--- config.mk ---
export PLATFORM = sky130hd
export DESIGN_NAME = io_tag_responder
export DESIGN_NICKNAME = d
export VERILOG_FILES = /design/src/rtl/io_tag_pkg.sv /design/src/rtl/tag_edge_detect.sv /design/src/rtl/tag_fsm.sv /design/src/rtl/cc_encoder.sv /design/src/rtl/bus_capture.sv /design/src/rtl/io_tag_responder.sv
export SDC_FILE = /design/constraint.sdc
export NUM_CORES = 1
export LEC_CHECK = 0
export ABC_CLOCK_PERIOD_IN_PS = 1910
export BUFFER_PORTS_ARGS = -buffer_cell sky130_fd_sc_hd__buf_4
export CAP_MARGIN = 30
export CORE_ASPECT_RATIO = 0.9
export CORE_MARGIN = 3
export CORE_UTILIZATION = 42
export DETAILED_ROUTE_END_ITERATION = 10
export PLACE_DENSITY = 0.76
export SLEW_MARGIN = 25
export SYNTH_ARGS = -nofsm -noshare
export SYNTH_HDL_FRONTEND = slang
export SYNTH_SLANG_ARGS = --single-unit
--- constraint.sdc ---
create_clock -name clk -period 1.91 [get_ports clk]
set_input_delay 0.382 -clock clk [delete_from_list [all_inputs] [get_ports clk]]
set_output_delay 0.382 -clock clk [all_outputs]
set_load 0.01 [all_outputs]
--- src/rtl/io_tag_pkg.sv ---
package io_tag_pkg;

    typedef enum logic [1:0] {
        ST_IDLE           = 2'd0,
        ST_DPC_ACTIVE     = 2'd1,
        ST_POLL_CAPTURED  = 2'd2,
        ST_SERVICE_ACTIVE = 2'd3
    } tag_state_e;

    typedef enum logic [1:0] {
        SEQ_NONE        = 2'd0,
        SEQ_DPC         = 2'd1,
        SEQ_INTERRUPT   = 2'd2,
        SEQ_CYCLE_STEAL = 2'd3
    } seq_kind_e;

endpackage

--- src/rtl/tag_edge_detect.sv ---
module tag_edge_detect #(
    parameter int NUM_TAGS = 2
) (
    input  logic                clk,
    input  logic                rst_n,
    input  logic [NUM_TAGS-1:0] tag_i,
    output logic [NUM_TAGS-1:0] rise_o
);

    for (genvar g = 0; g < NUM_TAGS; g++) begin : g_tag
        logic level_q;

        always_ff @(posedge clk or negedge rst_n) begin
            if (!rst_n) begin
                level_q <= 1'b0;
            end else begin
                level_q <= tag_i[g];
            end
        end

        assign rise_o[g] = tag_i[g] & ~level_q;
    end

endmodule

--- src/rtl/tag_fsm.sv ---
module tag_fsm
    import io_tag_pkg::*;
(
    input  logic       clk,
    input  logic       rst_n,
    input  logic       addr_gate_i,
    input  logic       svc_gate_i,
    input  logic       svc_rise_i,
    input  logic       poll_capture_i,
    input  logic       is_cycle_steal_i,
    output tag_state_e state_o,
    output logic       start_o,
    output seq_kind_e  start_kind_o,
    output logic       addr_ret_o,
    output logic       svc_ret_o,
    output logic       active_o,
    output logic       strobe_o
);

    tag_state_e state_q;
    tag_state_e state_d;
    logic       strobe_q;

    // State register
    always_ff @(posedge clk or negedge rst_n) begin
        if (!rst_n) begin
            state_q  <= ST_IDLE;
            strobe_q <= 1'b0;
        end else begin
            state_q  <= state_d;
            strobe_q <= (state_q == ST_IDLE) && (state_d == ST_DPC_ACTIVE);
        end
    end

    // Next state
    always_comb begin
        state_d = state_q;
        unique case (state_q)
            ST_IDLE: begin
                if (addr_gate_i) begin
                    state_d = ST_DPC_ACTIVE;
                end else if (poll_capture_i) begin
                    state_d = ST_POLL_CAPTURED;
                end
            end
            ST_DPC_ACTIVE: begin
                if (!addr_gate_i) begin
                    state_d = ST_IDLE;
                end
            end
            ST_POLL_CAPTURED: begin
                if (svc_rise_i) begin
                    state_d = ST_SERVICE_ACTIVE;
                end
            end
            ST_SERVICE_ACTIVE: begin
                if (!svc_gate_i) begin
                    state_d = ST_IDLE;
                end
            end
            default: state_d = ST_IDLE;
        endcase
    end

    // Outputs
    always_comb begin
        addr_ret_o   = 1'b0;
        svc_ret_o    = 1'b0;
        start_o      = 1'b0;
        start_kind_o = SEQ_NONE;
        unique case (state_q)
            ST_IDLE: begin
                if (state_d == ST_DPC_ACTIVE) begin
                    start_o      = 1'b1;
                    start_kind_o = SEQ_DPC;
                end
            end
            ST_DPC_ACTIVE: begin
                addr_ret_o = 1'b1;
            end
            ST_POLL_CAPTURED: begin
                if (state_d == ST_SERVICE_ACTIVE) begin
                    start_o      = 1'b1;
                    start_kind_o = is_cycle_steal_i ? SEQ_CYCLE_STEAL : SEQ_INTERRUPT;
                end
            end
            ST_SERVICE_ACTIVE: begin
                svc_ret_o = 1'b1;
            end
            default: ;
        endcase
    end

    assign active_o = addr_ret_o | svc_ret_o;
    assign strobe_o = strobe_q;
    assign state_o  = state_q;

endmodule

--- src/rtl/cc_encoder.sv ---
module cc_encoder
    import io_tag_pkg::*;
#(
    parameter int CC_W = 3
) (
    input  seq_kind_e         kind_i,
    input  logic              even_i,
    input  logic              carry_i,
    input  logic              overflow_i,
    input  logic [CC_W-1:0]   cs_cc_i,
    output logic [CC_W-1:0]   cc_o
);

    localparam int IND_BITS = 3;

    logic [IND_BITS-1:0] ind_code;
    assign ind_code = {overflow_i, carry_i, even_i};

    always_comb begin
        cc_o = '0;
        unique case (kind_i)
            SEQ_DPC, SEQ_INTERRUPT: cc_o[IND_BITS-1:0] = ind_code;
            SEQ_CYCLE_STEAL:        cc_o = cs_cc_i;
            default:                cc_o = '0;
        endcase
    end

endmodule

--- src/rtl/bus_capture.sv ---
module bus_capture
    import io_tag_pkg::*;
#(
    parameter int DATA_W = 16,
    parameter int ADDR_W = 16,
    parameter int CC_W   = 3,
    parameter int CMD_W  = 8
) (
    input  logic              clk,
    input  logic              rst_n,
    input  logic              load_i,
    input  seq_kind_e         kind_i,
    input  logic              is_read_i,
    input  logic              active_i,
    input  logic [ADDR_W-1:0] addr_bus_i,
    input  logic [DATA_W-1:0] data_i,
    input  logic [ADDR_W-1:0] cs_addr_i,
    input  logic [CC_W-1:0]   cc_i,
    output logic [CC_W-1:0]   cc_o,
    output logic [DATA_W-1:0] data_o,
    output logic              data_oe_o,
    output logic [ADDR_W-1:0] addr_o,
    output logic              addr_oe_o,
    output logic [CMD_W-1:0]  cmd_o
);

    logic [DATA_W-1:0] data_q;
    logic [ADDR_W-1:0] addr_q;
    logic [CC_W-1:0]   cc_q;
    logic [CMD_W-1:0]  cmd_q;
    logic              data_en_q;
    logic              addr_en_q;

    always_ff @(posedge clk or negedge rst_n) begin
        if (!rst_n) begin
            data_q    <= '0;
            addr_q    <= '0;
            cc_q      <= '0;
            cmd_q     <= '0;
            data_en_q <= 1'b0;
            addr_en_q <= 1'b0;
        end else if (load_i) begin
            data_q    <= data_i;
            addr_q    <= cs_addr_i;
            cc_q      <= cc_i;
            data_en_q <= (kind_i != SEQ_DPC) || is_read_i;
            addr_en_q <= (kind_i == SEQ_CYCLE_STEAL);
            if (kind_i == SEQ_DPC) begin
                cmd_q <= addr_bus_i[ADDR_W-1 -: CMD_W];
            end
        end
    end

    always_comb begin
        cc_o      = active_i ? cc_q : '0;
        data_oe_o = active_i & data_en_q;
        addr_oe_o = active_i & addr_en_q;
        data_o    = data_oe_o ? data_q : '0;
        addr_o    = addr_oe_o ? addr_q : '0;
    end

    assign cmd_o = cmd_q;

endmodule

--- src/rtl/io_tag_responder.sv ---
module io_tag_responder
    import io_tag_pkg::*;
#(
    parameter int DATA_W = 16,
    parameter int ADDR_W = 16,
    parameter int CC_W   = 3,
    parameter int CMD_W  = 8
) (
    input  logic              clk,
    input  logic              rst_n,
    input  logic              addr_gate_i,
    input  logic              svc_gate_i,
    input  logic              poll_capture_i,
    input  logic [ADDR_W-1:0] addr_bus_i,
    input  logic              is_read_i,
    input  logic              is_cycle_steal_i,
    input  logic              ind_even_i,
    input  logic              ind_carry_i,
    input  logic              ind_overflow_i,
    input  logic [CC_W-1:0]   cs_cc_i,
    input  logic [DATA_W-1:0] rd_data_i,
    input  logic [ADDR_W-1:0] cs_addr_i,
    output logic              addr_gate_ret_o,
    output logic              svc_gate_ret_o,
    output logic [CC_W-1:0]   cc_in_o,
    output logic [DATA_W-1:0] data_bus_o,
    output logic              data_bus_oe_o,
    output logic [ADDR_W-1:0] addr_bus_o,
    output logic              addr_bus_oe_o,
    output logic [CMD_W-1:0]  cmd_o,
    output logic              cmd_strobe_o
);

    localparam int NUM_TAGS = 2;
    localparam int SVC_IDX  = 1;

    logic [NUM_TAGS-1:0] gate_rise;
    tag_state_e          state;
    logic                start;
    seq_kind_e           start_kind;
    logic                active;
    logic [CC_W-1:0]     cc_start;

    tag_edge_detect #(.NUM_TAGS(NUM_TAGS)) u_edge (
        .clk    (clk),
        .rst_n  (rst_n),
        .tag_i  ({svc_gate_i, addr_gate_i}),
        .rise_o (gate_rise)
    );

    tag_fsm u_fsm (
        .clk              (clk),
        .rst_n            (rst_n),
        .addr_gate_i      (addr_gate_i),
        .svc_gate_i       (svc_gate_i),
        .svc_rise_i       (gate_rise[SVC_IDX]),
        .poll_capture_i   (poll_capture_i),
        .is_cycle_steal_i (is_cycle_steal_i),
        .state_o          (state),
        .start_o          (start),
        .start_kind_o     (start_kind),
        .addr_ret_o       (addr_gate_ret_o),
        .svc_ret_o        (svc_gate_ret_o),
        .active_o         (active),
        .strobe_o         (cmd_strobe_o)
    );

    cc_encoder #(.CC_W(CC_W)) u_cc (
        .kind_i     (start_kind),
        .even_i     (ind_even_i),
        .carry_i    (ind_carry_i),
        .overflow_i (ind_overflow_i),
        .cs_cc_i    (cs_cc_i),
        .cc_o       (cc_start)
    );

    bus_capture #(
        .DATA_W (DATA_W),
        .ADDR_W (ADDR_W),
        .CC_W   (CC_W),
        .CMD_W  (CMD_W)
    ) u_bus (
        .clk        (clk),
        .rst_n      (rst_n),
        .load_i     (start),
        .kind_i     (start_kind),
        .is_read_i  (is_read_i),
        .active_i   (active),
        .addr_bus_i (addr_bus_i),
        .data_i     (rd_data_i),
        .cs_addr_i  (cs_addr_i),
        .cc_i       (cc_start),
        .cc_o       (cc_in_o),
        .data_o     (data_bus_o),
        .data_oe_o  (data_bus_oe_o),
        .addr_o     (addr_bus_o),
        .addr_oe_o  (addr_bus_oe_o),
        .cmd_o      (cmd_o)
    );

endmodule

# == Yosys cells after proc, flatten, opt, wreduce, memory -nomap -nowiden ==
# Cells that the tools add are included.
# totals
reg_bits,49
inputBits,61
out_inout_bits,48
word_cells,47
# op_classes
n_eq_ne,9
n_mux,19
bitwise,5
n_reduce_logical,5
# op_table
cell,n
16-bit two-way mux,2
2-bit two-way mux,6
2-bit == test (second input constant),5
2-bit one-hot mux with 4 select lines,1
2-bit by 1-bit == test with 1-bit output (second input constant),3
1-bit two-way mux,6
3-bit one-hot mux with 2 select lines,1
2-bit one-hot mux with 2 select lines,1
1-bit bitwise AND,3
3-bit two-way mux,1
2-bit logical NOT,1
2-bit by 1-bit inequality test with 1-bit output (second input constant),1
1-bit one-hot mux with 2 select lines,1
2-bit AND reduction,1
2-bit OR reduction,1
1-bit logical AND,1
1-bit logical OR,1
1-bit NOT,1
1-bit OR,1

# == Depth between registers and ports, before layout ==
# Gate-level depths: netlist (run 1).
# logic_depth
depth_word,10
depth_mapped,7
ltp_nobuf,6

# == Cells and area by module ==
# From an unflattened synthesis (run 1), not the netlist that was laid out.
# hier_totals
cells_unflattened,175
area_unflattened_um2,2259.7
# by_module_without_submodules
module,n_inst,cells_per_inst,area_per_inst_um2
bus_capture,1,141,1934.4
tag_fsm,1,20,181.4
tag_edge_detect,1,4,77.6
cc_encoder,1,10,66.3

# == Least setup slack after synthesis (run 1) ==
# No wires, ideal clock.
# synth_path
path_type,register to register
startpoint,"register u_fsm.state_q[1], in the netlist u_fsm.state_o[1]"
endpoint,"register u_bus.cmd_q[0], in the netlist u_bus.cmd_o[0]"
setup_time_ns,0.125
arrival_ns,1.679
required_time_ns,1.785
setup_slack_ns,0.106
stages_incl_launch_ff,7
path_buffers,1
cell_sequence,dfrtp_1 nor4bb_1 buf_4 a21o_2 ha_1 o21ai_2 mux2_2
# synth_between
elab_chain_cells,8
word_cells_on_any_way,20
# synth_lines
element,line_no,source
"start, declared",tag_fsm.sv:20,tag_state_e state_q;
"start signal, assigned",tag_fsm.sv:30,state_q <= state_d;
2-bit two-way mux,tag_fsm.sv:42,end else if (poll_capture_i) begin
2-bit two-way mux,tag_fsm.sv:40,if (addr_gate_i) begin
2-bit one-hot mux with 4 select lines,tag_fsm.sv:38,unique case (state_q)
2-bit == test or 2-bit by 1-bit == test with 1-bit output (tied branches),"tag_fsm.sv:82, tag_fsm.sv:73",
2-bit two-way mux or 1-bit two-way mux (tied branches),"tag_fsm.sv:82, tag_fsm.sv:73",
2-bit one-hot mux with 2 select lines,tag_fsm.sv:71,unique case (state_q)
2-bit by 1-bit == test with 1-bit output,bus_capture.sv:48,if (kind_i == SEQ_DPC) begin
2-bit AND reduction (no line) *,-,
"end signal, assigned",bus_capture.sv:49,cmd_q <= addr_bus_i[ADDR_W-1 -: CMD_W];
"end, declared",bus_capture.sv:30,logic [CMD_W-1:0] cmd_q;
# Mark *: on every way between the ends. The rest lies on a longest branch, timed or not.
# A chain may end at the register's enable or synchronous reset.

# == Worst setup path after layout (run 1) ==
# layout_path
startpoint,"register u_fsm.state_q[0], in the netlist u_fsm.state_o[0]"
endpoint,register u_bus.cc_q[1]
# layout_between
elab_chain_cells,9
word_cells_on_any_way,23
# layout_lines
element,line_no,source
2-bit two-way mux,tag_fsm.sv:42,
2-bit two-way mux,tag_fsm.sv:40,
2-bit one-hot mux with 4 select lines,tag_fsm.sv:38,
2-bit == test or 2-bit by 1-bit == test with 1-bit output (tied branches),"tag_fsm.sv:82, tag_fsm.sv:73",
2-bit two-way mux or 1-bit two-way mux (tied branches),"tag_fsm.sv:82, tag_fsm.sv:73",
2-bit one-hot mux with 2 select lines,tag_fsm.sv:71,
2-bit == test or 2-bit by 1-bit == test with 1-bit output (tied branches),cc_encoder.sv:21,unique case (kind_i)
2-bit OR reduction,cc_encoder.sv:21,
3-bit one-hot mux with 2 select lines,cc_encoder.sv:21,
"end signal, assigned",bus_capture.sv:45,cc_q <= cc_i;
"end, declared",bus_capture.sv:29,logic [CC_W-1:0] cc_q;
# Several ways; a longest one is shown, not always the timed one.

==> results of run 1 <==
==> worst register-to-register path, stage by stage, from the launching register on <==
cell and delay, ps:
dfrtp_1 440, nor4bb_1 280, buf_4 170, inv_1 60, ha_1 310, nand2b_1 110, a21oi_1 60, mux2_4 260
==> repair_timing <==
item | in CTS | in global routing
gates resized for setup | 0 | 1
setup endpoints to repair | 0 | 9
hold endpoints to repair | 0 | 0
hold buffers | 0 | 0
==> final cells by class <==
class / instances / area share, %
Sequential cell: 49 / 36.9
Timing Repair Buffer: 111 / 25.9
Multi-Input combinational cell: 107 / 31.7
Inverter: 5 / 0.565
Clock buffer: 8 / 2.41
Tap cell: 67 / 2.53
==> power by group <==
part	total (mW)	switching (mW)	leakage, nW	internal, mW
registers	1.81	0.292	0.584	1.52
logic	2.20	0.818	1.20	1.38
clock network	0.571	0.310	0.0395	0.261
==> per-stage QoR <==
| stage | TNS (ps) | instances | instance area (um2) |
|---|---|---|---|
| after global placement | 0 | 339 | 3230 |
| after floorplan | 0 | 171 | 2380 |
| after global routing | 0 | 347 | 3320 |
| final | 0 | 347 | 3320 |
| after CTS | 0 | 347 | 3310 |
| after detailed placement | -76.2 | 339 | 3230 |
==> metal layers <==
| metal | vias up | share of wire [%] | wire length (um) | track usage [%] |
|---|---|---|---|---|
| met5 | - | 0 | 0 | 0 |
| met4 | 0 | 0.71 | 36 | 4.59 |
| met3 | 4 | 7.7 | 390 | 4.25 |
| met2 | 61 | 47 | 2400 | 24.5 |
| met1 | 813 | 44 | 2240 | 20.9 |
| li1 | 809 | - | - | - |
==> worst min-delay path by stage <==
stage	from	endpoint	depth (start not counted)
after global routing	rst_n	u_bus.addr_q[5]	1
after global placement	rst_n	u_bus.addr_q[1]	1
final	rst_n	u_bus.addr_q[4]	1
after detailed placement	rst_n	u_bus.addr_q[4]	1
after floorplan	rst_n	u_bus.addr_en_q	0
after CTS	rst_n	u_bus.data_q[2]	1
==> logic make-up after synthesis <==
logic type | synth area share (%)
adders and majority gates | 1.58
DFF | 51.5
muxes | 26.0
buffers and inverters | 4.57
AOI/OAI and AO/OA | 2.37
and+or+nand+nor | 13.9
==> registers in the layout, indices dropped and copies added, names as in the netlist <==
name	count
u_fsm.strobe_o	1
u_fsm.state_o	2
u_bus.cmd_o	8
u_edge.g_tag.level_q	1
u_bus.addr_en_q	1
u_bus.data_q	16
u_bus.data_en_q	1
u_bus.cc_q	3
u_bus.addr_q	16
==> placed cells by master (no fill, tap or decap), types with 4 or more instances in the layout <==
master / instances
clkbuf_8: 5
inv_1: 5
a21oi_1: 4
mux2_2: 15
and2_1: 5
nand2b_1: 4
nand2_1: 4
and3_1: 32
dfrtp_1: 49
buf_4: 109
mux2_4: 30
==> impl_metrics.yaml, run 1 <==
outcome:
  outcome: "finished clean"
grt:
  grt_first_pass_wirelength_mm: 8.13
  overflow: 0
  antenna_found_initial: 0
  grt_pass1_vias: 1681
  gr-usage-all-layers_pct: 15.5
  grt_max_degree: 50
sta:
  skew_ps: 5.15
  setup_violations: 0
  rsz0062_at_grt: "no"
  fin_ws_ps: 108
  maxSlewViolCount: 0
  fin_crit_ps: 1800
  tightest_slew_ps: 609
  fmax_mhz: 555
  relSlewSlack_pct: 59.4
  whs_ps: 102
  hold_viol_final: 0
  fin_crit_sh_pct: 94.4
layout:
  register_area_um2: 1230
  post-route-util_pct: 61.7
  fillers: 464
  nNetsFinal: 343
  multi_input_area_um2: 1050
  insertedDiodeCount: 0
  areaGrowthSynthToFinish_pct: 39.5
  drive_above_1_share_pct: 59.3
routing:
  routed-via-count: 1687
  routed_via_density: 4.86
  route.detailed.drc: 0
  postRouteAntennaNets: 0
  first_pass_iters: 4
  wirelength_mm: 5.06
  post_drt_wl_per_cell_um: 14.6
  drtIter0Drc: 47
power:
  total_power_mw: 4.58
  ir_drop_mv: 0.641
  cellPowerDensity_nw_per_um2: 1380
  p_leak_nw: 1.82
setup_path:
  critPathMaxFanout: 4
  worstPathRequired_ps: 2090
  crit_start: "u_fsm.state_o[0]"
  crit_path_end: "u_bus.cc_q[1]"
  timing.rr.start: "u_fsm.state_o[0]"
  worstPathBufferInverterCount: 2
  reg2reg_slack_ps: 110
  cpPeakStageDelay_ps: 440
  cp.arrival_ps: 1980
  end_kind: "register"
  r2r-end: "u_bus.cc_q[1]"
  cp_top_family: "flip-flops"
  cp_slowest_cell: "dfrtp_1"
  cp_cell_sequence: "nor4bb_1 > buf_4 > inv_1 > ha_1 > nand2b_1 > a21oi_1 > mux2_4"
  r2r_cells: 7
  worstSetupPathType: "register to register"
  cp.depth: 7
  start_kind: "register"
yosys:
  netlist_area_um2: 2380
  syn-num-nets: 235
  yosysMostFrequentCell: "dfrtp_1"
  yosysTopAreaCell: "dfrtp_1"
  ys_warn_count: 0
  syn_inst: 171
  ys_seq_elements: 49
  async_reset_ff_share_pct: 100
  synth_edf_count: 0
  syn_area_per_cell_um2: 13.9
  synth_area_leaders: "dfrtp_1 (52%), mux2_4 (19%), and3_1 (8.4%)"
  synth.top_cells.by_count: "dfrtp_1 (49), and3_1 (32), mux2_4 (30), mux2_2 (15), clkbuf_1 (6)"
  yosysTopAreaCellShare_pct: 51.5
  synth-main-ff-cell: "dfrtp_1"
  ys_seq_area_share_pct: 51.5
  synth.distinct_cells: 23
hold_path:
  hold_class: "input port to async pin"
clock_network:
  cts_buffers: 5
  clk_latency_ps: 290
  post_cts_buffers: 0
  htreeDepth: 2
  cts_tree: "yes"
  clock_path_buffers: 2
  clk_pin_slew_ps: 80
  cts-root-buf: "clkbuf_8"
  clock-sinks: 49
place:
  pre_cts_slack_ps: -14.7
  port_buffers: 100
  gp_congestion: 0.741
  place_hpwl_mm: 3.64
floorplanning:
  initial_core_util_pct: 44.2
  core_area_um2: 5380
  die_y_um: 77.4
  num_io_pins: 109
  row_count: 25
  design.die.area_um2: 6610
  die_x_um: 85.3
job:
  cap_violations: 0
(Power assumes the default switching activity.)
==> run 2, diff against run 1 <==
Settings changed: ABC_AREA from default to 1, CORE_UTILIZATION 42 to 41, PLACE_DENSITY 0.76 to 0.75.
==> run 2 against run 1 <==
  * Combinational power is 26% lower
  * Sequential share of layout area is 1.3 points higher
  * Wire length is 1.8% higher
  * Global-route usage is 0.84 points higher
  * Total power is 9.1% lower
  * Non-clock buffer count is 5 lower
  * Via count is 19% higher
  * Critical endpoint is now u_bus.cc_q[0]
  * Clock-buffer cell count is 3 lower
  * Register-to-register slack better by 60 ps
  * Maximum frequency is 3.5% higher
  * Synthesized cell count is 61% higher
==> impl_metrics.yaml, run 2 <==
outcome:
  outcome: "finished clean"
job:
  cap_violations: 0
place:
  gp_congestion: 0.762
  port_buffers: 100
  place_hpwl_mm: 3.84
  pre_cts_slack_ps: 180
yosys:
  netlist_area_um2: 2250
  syn_inst: 276
  ys_seq_area_share_pct: 54.4
  syn_area_per_cell_um2: 8.16
  yosysMostFrequentCell: "nand2_1"
  synth_area_leaders: "dfrtp_1 (54%), nand2_1 (11%), inv_1 (8.5%)"
  async_reset_ff_share_pct: 100
  ys_seq_elements: 49
  yosysTopAreaCellShare_pct: 54.4
  synth-main-ff-cell: "dfrtp_1"
  ys_warn_count: 0
  synth_edf_count: 0
  synth.top_cells.by_count: "nand2_1 (65), inv_1 (51), dfrtp_1 (49), nor2_1 (34), o21ai_0 (34)"
  syn-num-nets: 340
  yosysTopAreaCell: "dfrtp_1"
  synth.distinct_cells: 19
setup_path:
  worstPathRequired_ps: 2140
  start_kind: "register"
  critPathMaxFanout: 8
  cp.arrival_ps: 1970
  crit_start: "u_fsm.state_o[0]"
  end_kind: "register"
  worstSetupPathType: "register to register"
  timing.rr.start: "u_fsm.state_o[0]"
clock_network:
  cts_buffers: 5
  htreeDepth: 2
  cts-root-buf: "clkbuf_8"
  clk_pin_slew_ps: 90
  clock_path_buffers: 2
  clock-sinks: 49
  cts_tree: "yes"
  post_cts_buffers: 0
  clk_latency_ps: 290
floorplanning:
  die_x_um: 84.1
  die_y_um: 76.3
  num_io_pins: 109
  core_area_um2: 5070
  initial_core_util_pct: 44.4
  design.die.area_um2: 6420
  row_count: 24
grt:
  grt_first_pass_wirelength_mm: 8.72
  gr-usage-met1_pct: 19.8
  gr-usage-all-layers_pct: 16.4
  globalRouteMet3Util_pct: 3.78
  overflow: 0
  grt-busiest-layer: "met2"
  grt_max_degree: 50
  antenna_found_initial: 0
  grt_use_met2_pct: 29.2
  grt_pass1_vias: 1999
sta:
  fin_crit_sh_pct: 91.1
  skew_ps: 3.20
  maxSlewViolCount: 0
  tightest_slew_ps: 586
  rsz0062_at_grt: "no"
  setup_violations: 0
  relSlewSlack_pct: 60.9
  whs_ps: 85.1
  fmax_mhz: 574
  fin_ws_ps: 169
  hold_viol_final: 0
  fin_crit_ps: 1740
  setup_tns_ps: 0
layout:
  drive_above_1_share_pct: 32.3
  final_cell_mix: "buf_4 (104), nand2_1 (64), inv_1 (51)"
  mostFrequentLayoutCell: "buf_4"
  areaGrowthSynthToFinish_pct: 42.5
  nNetsFinal: 441
  insertedDiodeCount: 0
power:
  cellPowerDensity_nw_per_um2: 1300
  ir_drop_mv: 0.837
  comb_power_share_pct: 39.2
  power.switching_mw: 1.45
  p_leak_nw: 1.80
  switching_share_pct: 34.7
  p_int_mw: 2.72
  seqPwrFrac_pct: 40.7
  p_clk_share_pct: 20.1
routing:
  routed_via_density: 4.53
  post_drt_wl_per_cell_um: 11.6
  routed-via-count: 2009
  drtIter0Drc: 69
  first_pass_iters: 5
  route.detailed.drc: 0
  postRouteAntennaNets: 0
  wirelength_mm: 5.15
hold_path:
  hold_class: "input port to async pin"
==> run 2: final cells by class <==
type,instances,area (um2)
inverters,53,201
multi-input cells,162,744
clock buffers,5,68.8
fillers,452,1870
repair buffers,106,821
flip-flops and latches,49,1230
clock inverters,3,65.1
well taps,65,81.3
==> run 2: final timing paths <==
kind,slack (ps),cells past startpoint,endpoint
setup / recovery,170,7,u_bus.cc_q[0]
hold / removal,90,1,u_bus.cc_q[2]
setup reg to reg,170,7,u_bus.cc_q[0]
hold reg to reg,490,2,u_bus.cmd_o[1]
max in group asynchronous,1400,1,u_fsm.state_o[0]
min in group clk,210,1,u_edge.g_tag[1].level_q
==> run 2: power by group through the flow <==
stage	clock network [mW]	logic (mW)	registers, mW
after floorplan	0	0.998	1.68
after global placement	0	1.60	1.69
after detailed placement	0	1.65	1.70
after CTS	0.862	1.66	1.69
after global routing	0.910	1.87	1.75
final	0.838	1.63	1.70
==> run 2: cells by family after synthesis <==
family | share of synthesized area [%]
compound gates | 8.89
flops | 54.4
simple gates | 22.4
buf+inv | 12.6
fa+ha+maj | 1.67
==> run 2: repair_timing <==
action	CTS	global route
hold buffers	0	0
setup endpoints to repair	2	2
endpoints found under the hold margin	0	0
gates resized for setup	1	1
==> run 2: layer usage <==
layer  wire length, um  vias up
met4                51        0
met5                 0        -
li1                  -     1030
met1              2180      903
met3               384        4
met2              2540       72
==> run 2: worst max-delay path, cell delays in order (launching register included) <==
cell	delay [ps]
dfrtp_2	490
inv_4	120
nand3_4	70
o21ai_0	320
ha_1	330
o21ai_0	200
nand3_1	100
nand2_1	70
==> run 2: per-stage QoR <==
stage                     utilization [%]  area (um2)  power (mW)  instances
after floorplan                         -        2250        2.68        276
after global placement               60.5        3070        3.30        435
after detailed placement             60.5        3070        3.36        435
after CTS                            63.2        3210        4.21        443
after global routing                 63.2        3210        4.53        443
final                                63.2        3210        4.17        443
==> run 3, diff against run 2 <==
Settings changed: CELL_PAD_IN_SITES_DETAIL_PLACEMENT from default to 1, CELL_PAD_IN_SITES_GLOBAL_PLACEMENT from default to 1, CORE_UTILIZATION 41 to 29, PLACE_DENSITY 0.75 to default, PLACE_DENSITY_LB_ADDON from default to 0.1.
==> run 3 against run 2 <==
  * First-iteration DRC count fell by 35%
  * Clock-buffer cell count up 1
  * Total power fell by 4.5%
  * Global-route usage is 2.2 points lower
  * Critical path type is now register to output port
  * Largest power group is now combinational logic
==> impl_metrics.yaml, run 3 (synthesis results as in run 2) <==
outcome:
  outcome: "finished clean"
sta:
  fmax_mhz: 554
  skew_ps: 3.10
  fin_crit_ps: 1810
  rsz0062_at_grt: "no"
  setup_tns_ps: 0
  fin_crit_sh_pct: 94.5
  relSlewSlack_pct: 57.6
  tightest_slew_ps: 635
  hold_viol_final: 0
  maxSlewViolCount: 0
  setup_violations: 0
layout:
  fillers: 920
  final_cell_mix: "buf_4 (108), nand2_1 (65), inv_1 (51)"
  areaGrowthSynthToFinish_pct: 42.9
  drive_above_1_share_pct: 32.2
  post-route-util_pct: 44.1
  insertedDiodeCount: 0
  nNetsFinal: 445
  multi_input_area_um2: 742
  mostFrequentLayoutCell: "buf_4"
  register_area_um2: 1230
routing:
  postRouteAntennaNets: 0
  drtIter0Drc: 45
  wirelength_mm: 6.08
  post_drt_wl_per_cell_um: 12.8
  first_pass_iters: 4
  routed_via_density: 4.39
  route.detailed.drc: 0
  routed-via-count: 2085
place:
  port_buffers: 100
  gp_congestion: 0.797
  place_hpwl_mm: 4.51
grt:
  grt_first_pass_wirelength_mm: 10.1
  antenna_found_initial: 0
  gr-usage-all-layers_pct: 14.1
  overflow: 0
  grt_max_degree: 50
  grt_pass1_vias: 2131
setup_path:
  worstPathRequired_ps: 1530
  cp_slowest_cell: "dfrtp_1"
  cp_cell_sequence: "buf_4 > nand2_1 > buf_4 > nor2_1 > buf_4"
  worstSetupPathType: "register to output port"
  critPathMaxFanout: 17
  cp.arrival_ps: 1420
  cpPeakStageDelay_ps: 400
  end_kind: "output port"
  crit_top_cell: "buf_4"
  start_kind: "register"
power:
  p_leak_nw: 1.79
  ir_drop_mv: 0.435
  total_power_mw: 3.98
  cellPowerDensity_nw_per_um2: 1240
clock_network:
  ctsHoldBuffers: 0
  htreeDepth: 2
  post_cts_buffers: 0
  cts-root-buf: "clkbuf_8"
  clock_path_buffers: 2
  clk_latency_ps: 290
  cts_buffers: 5
  clock-sinks: 49
  ctsResizeCount: 0
  clk_pin_slew_ps: 90
  cts_tree: "yes"
floorplanning:
  die_y_um: 89.6
  num_io_pins: 109
  design.die.area_um2: 8860
  row_count: 29
  initial_core_util_pct: 30.9
  core_area_um2: 7290
  die_x_um: 98.9
hold_path:
  hold_class: "input port to async pin"
job:
  cap_violations: 0
## run 3: routing by layer
metal,vias to the layer above,track usage [%],part of all wire (%)
met5,-,0,0
met4,0,2.98,0.51
met3,2,3.55,6.2
met2,59,23.2,49
met1,990,19.2,44
li1,1034,-,-
## run 3: path summary, 6_finish.rpt
check / cells past startpoint / startpoint / slack (ps) / to
min reg2reg: 2 / u_bus.cmd_o[3] / 480 / u_bus.cmd_o[3]
max reg2reg: 10 / u_fsm.state_o[1] / 310 / u_bus.cc_q[1]
max in group asynchronous: 1 / rst_n / 1370 / u_bus.data_q[15]
min in group clk: 1 / svc_gate_i / 200 / u_edge.g_tag[1].level_q
max: 5 / u_fsm.state_o[0] / 100 / data_bus_o[12]
min: 1 / rst_n / 90 / u_fsm.state_o[1]
## run 3: report_power, final
part / switching (mW) / internal [mW] / leakage (nW)
clock network: 0.332 / 0.255 / 0.0450
registers: 0.167 / 1.50 / 0.611
logic: 0.997 / 0.731 / 1.14
total: 1.50 / 2.48 / 1.79
## run 3: area by class of cell
class / instances / area share [%]
Multi-Input combinational cell: 162 / 23.0
Clock inverter: 2 / 0.311
Tap cell: 93 / 3.61
Clock buffer: 6 / 2.25
Inverter: 53 / 6.26
Sequential cell: 49 / 38.1
Timing Repair Buffer: 110 / 26.4
## run 3: worst max-delay path: cells and delay by family (launching register included)
family                 cells  cell delay (ps)
buffers and inverters      3              520
flip-flops                 1              400
AND/OR/NAND/NOR            2              210
## run 3: stage by stage
step / hold WS, ps / cell area [um2] / setup WS, ps / std cells
3_3_place_gp: 456 / 3140 / 252 / 467
5_1_grt: 148 / 3220 / 20.9 / 475
6_report: 94.4 / 3220 / 105 / 475
2_1_floorplan: 86.4 / 2250 / 245 / 276
3_5_place_dp: 455 / 3140 / 221 / 467
4_1_cts: 128 / 3220 / 61.2 / 475
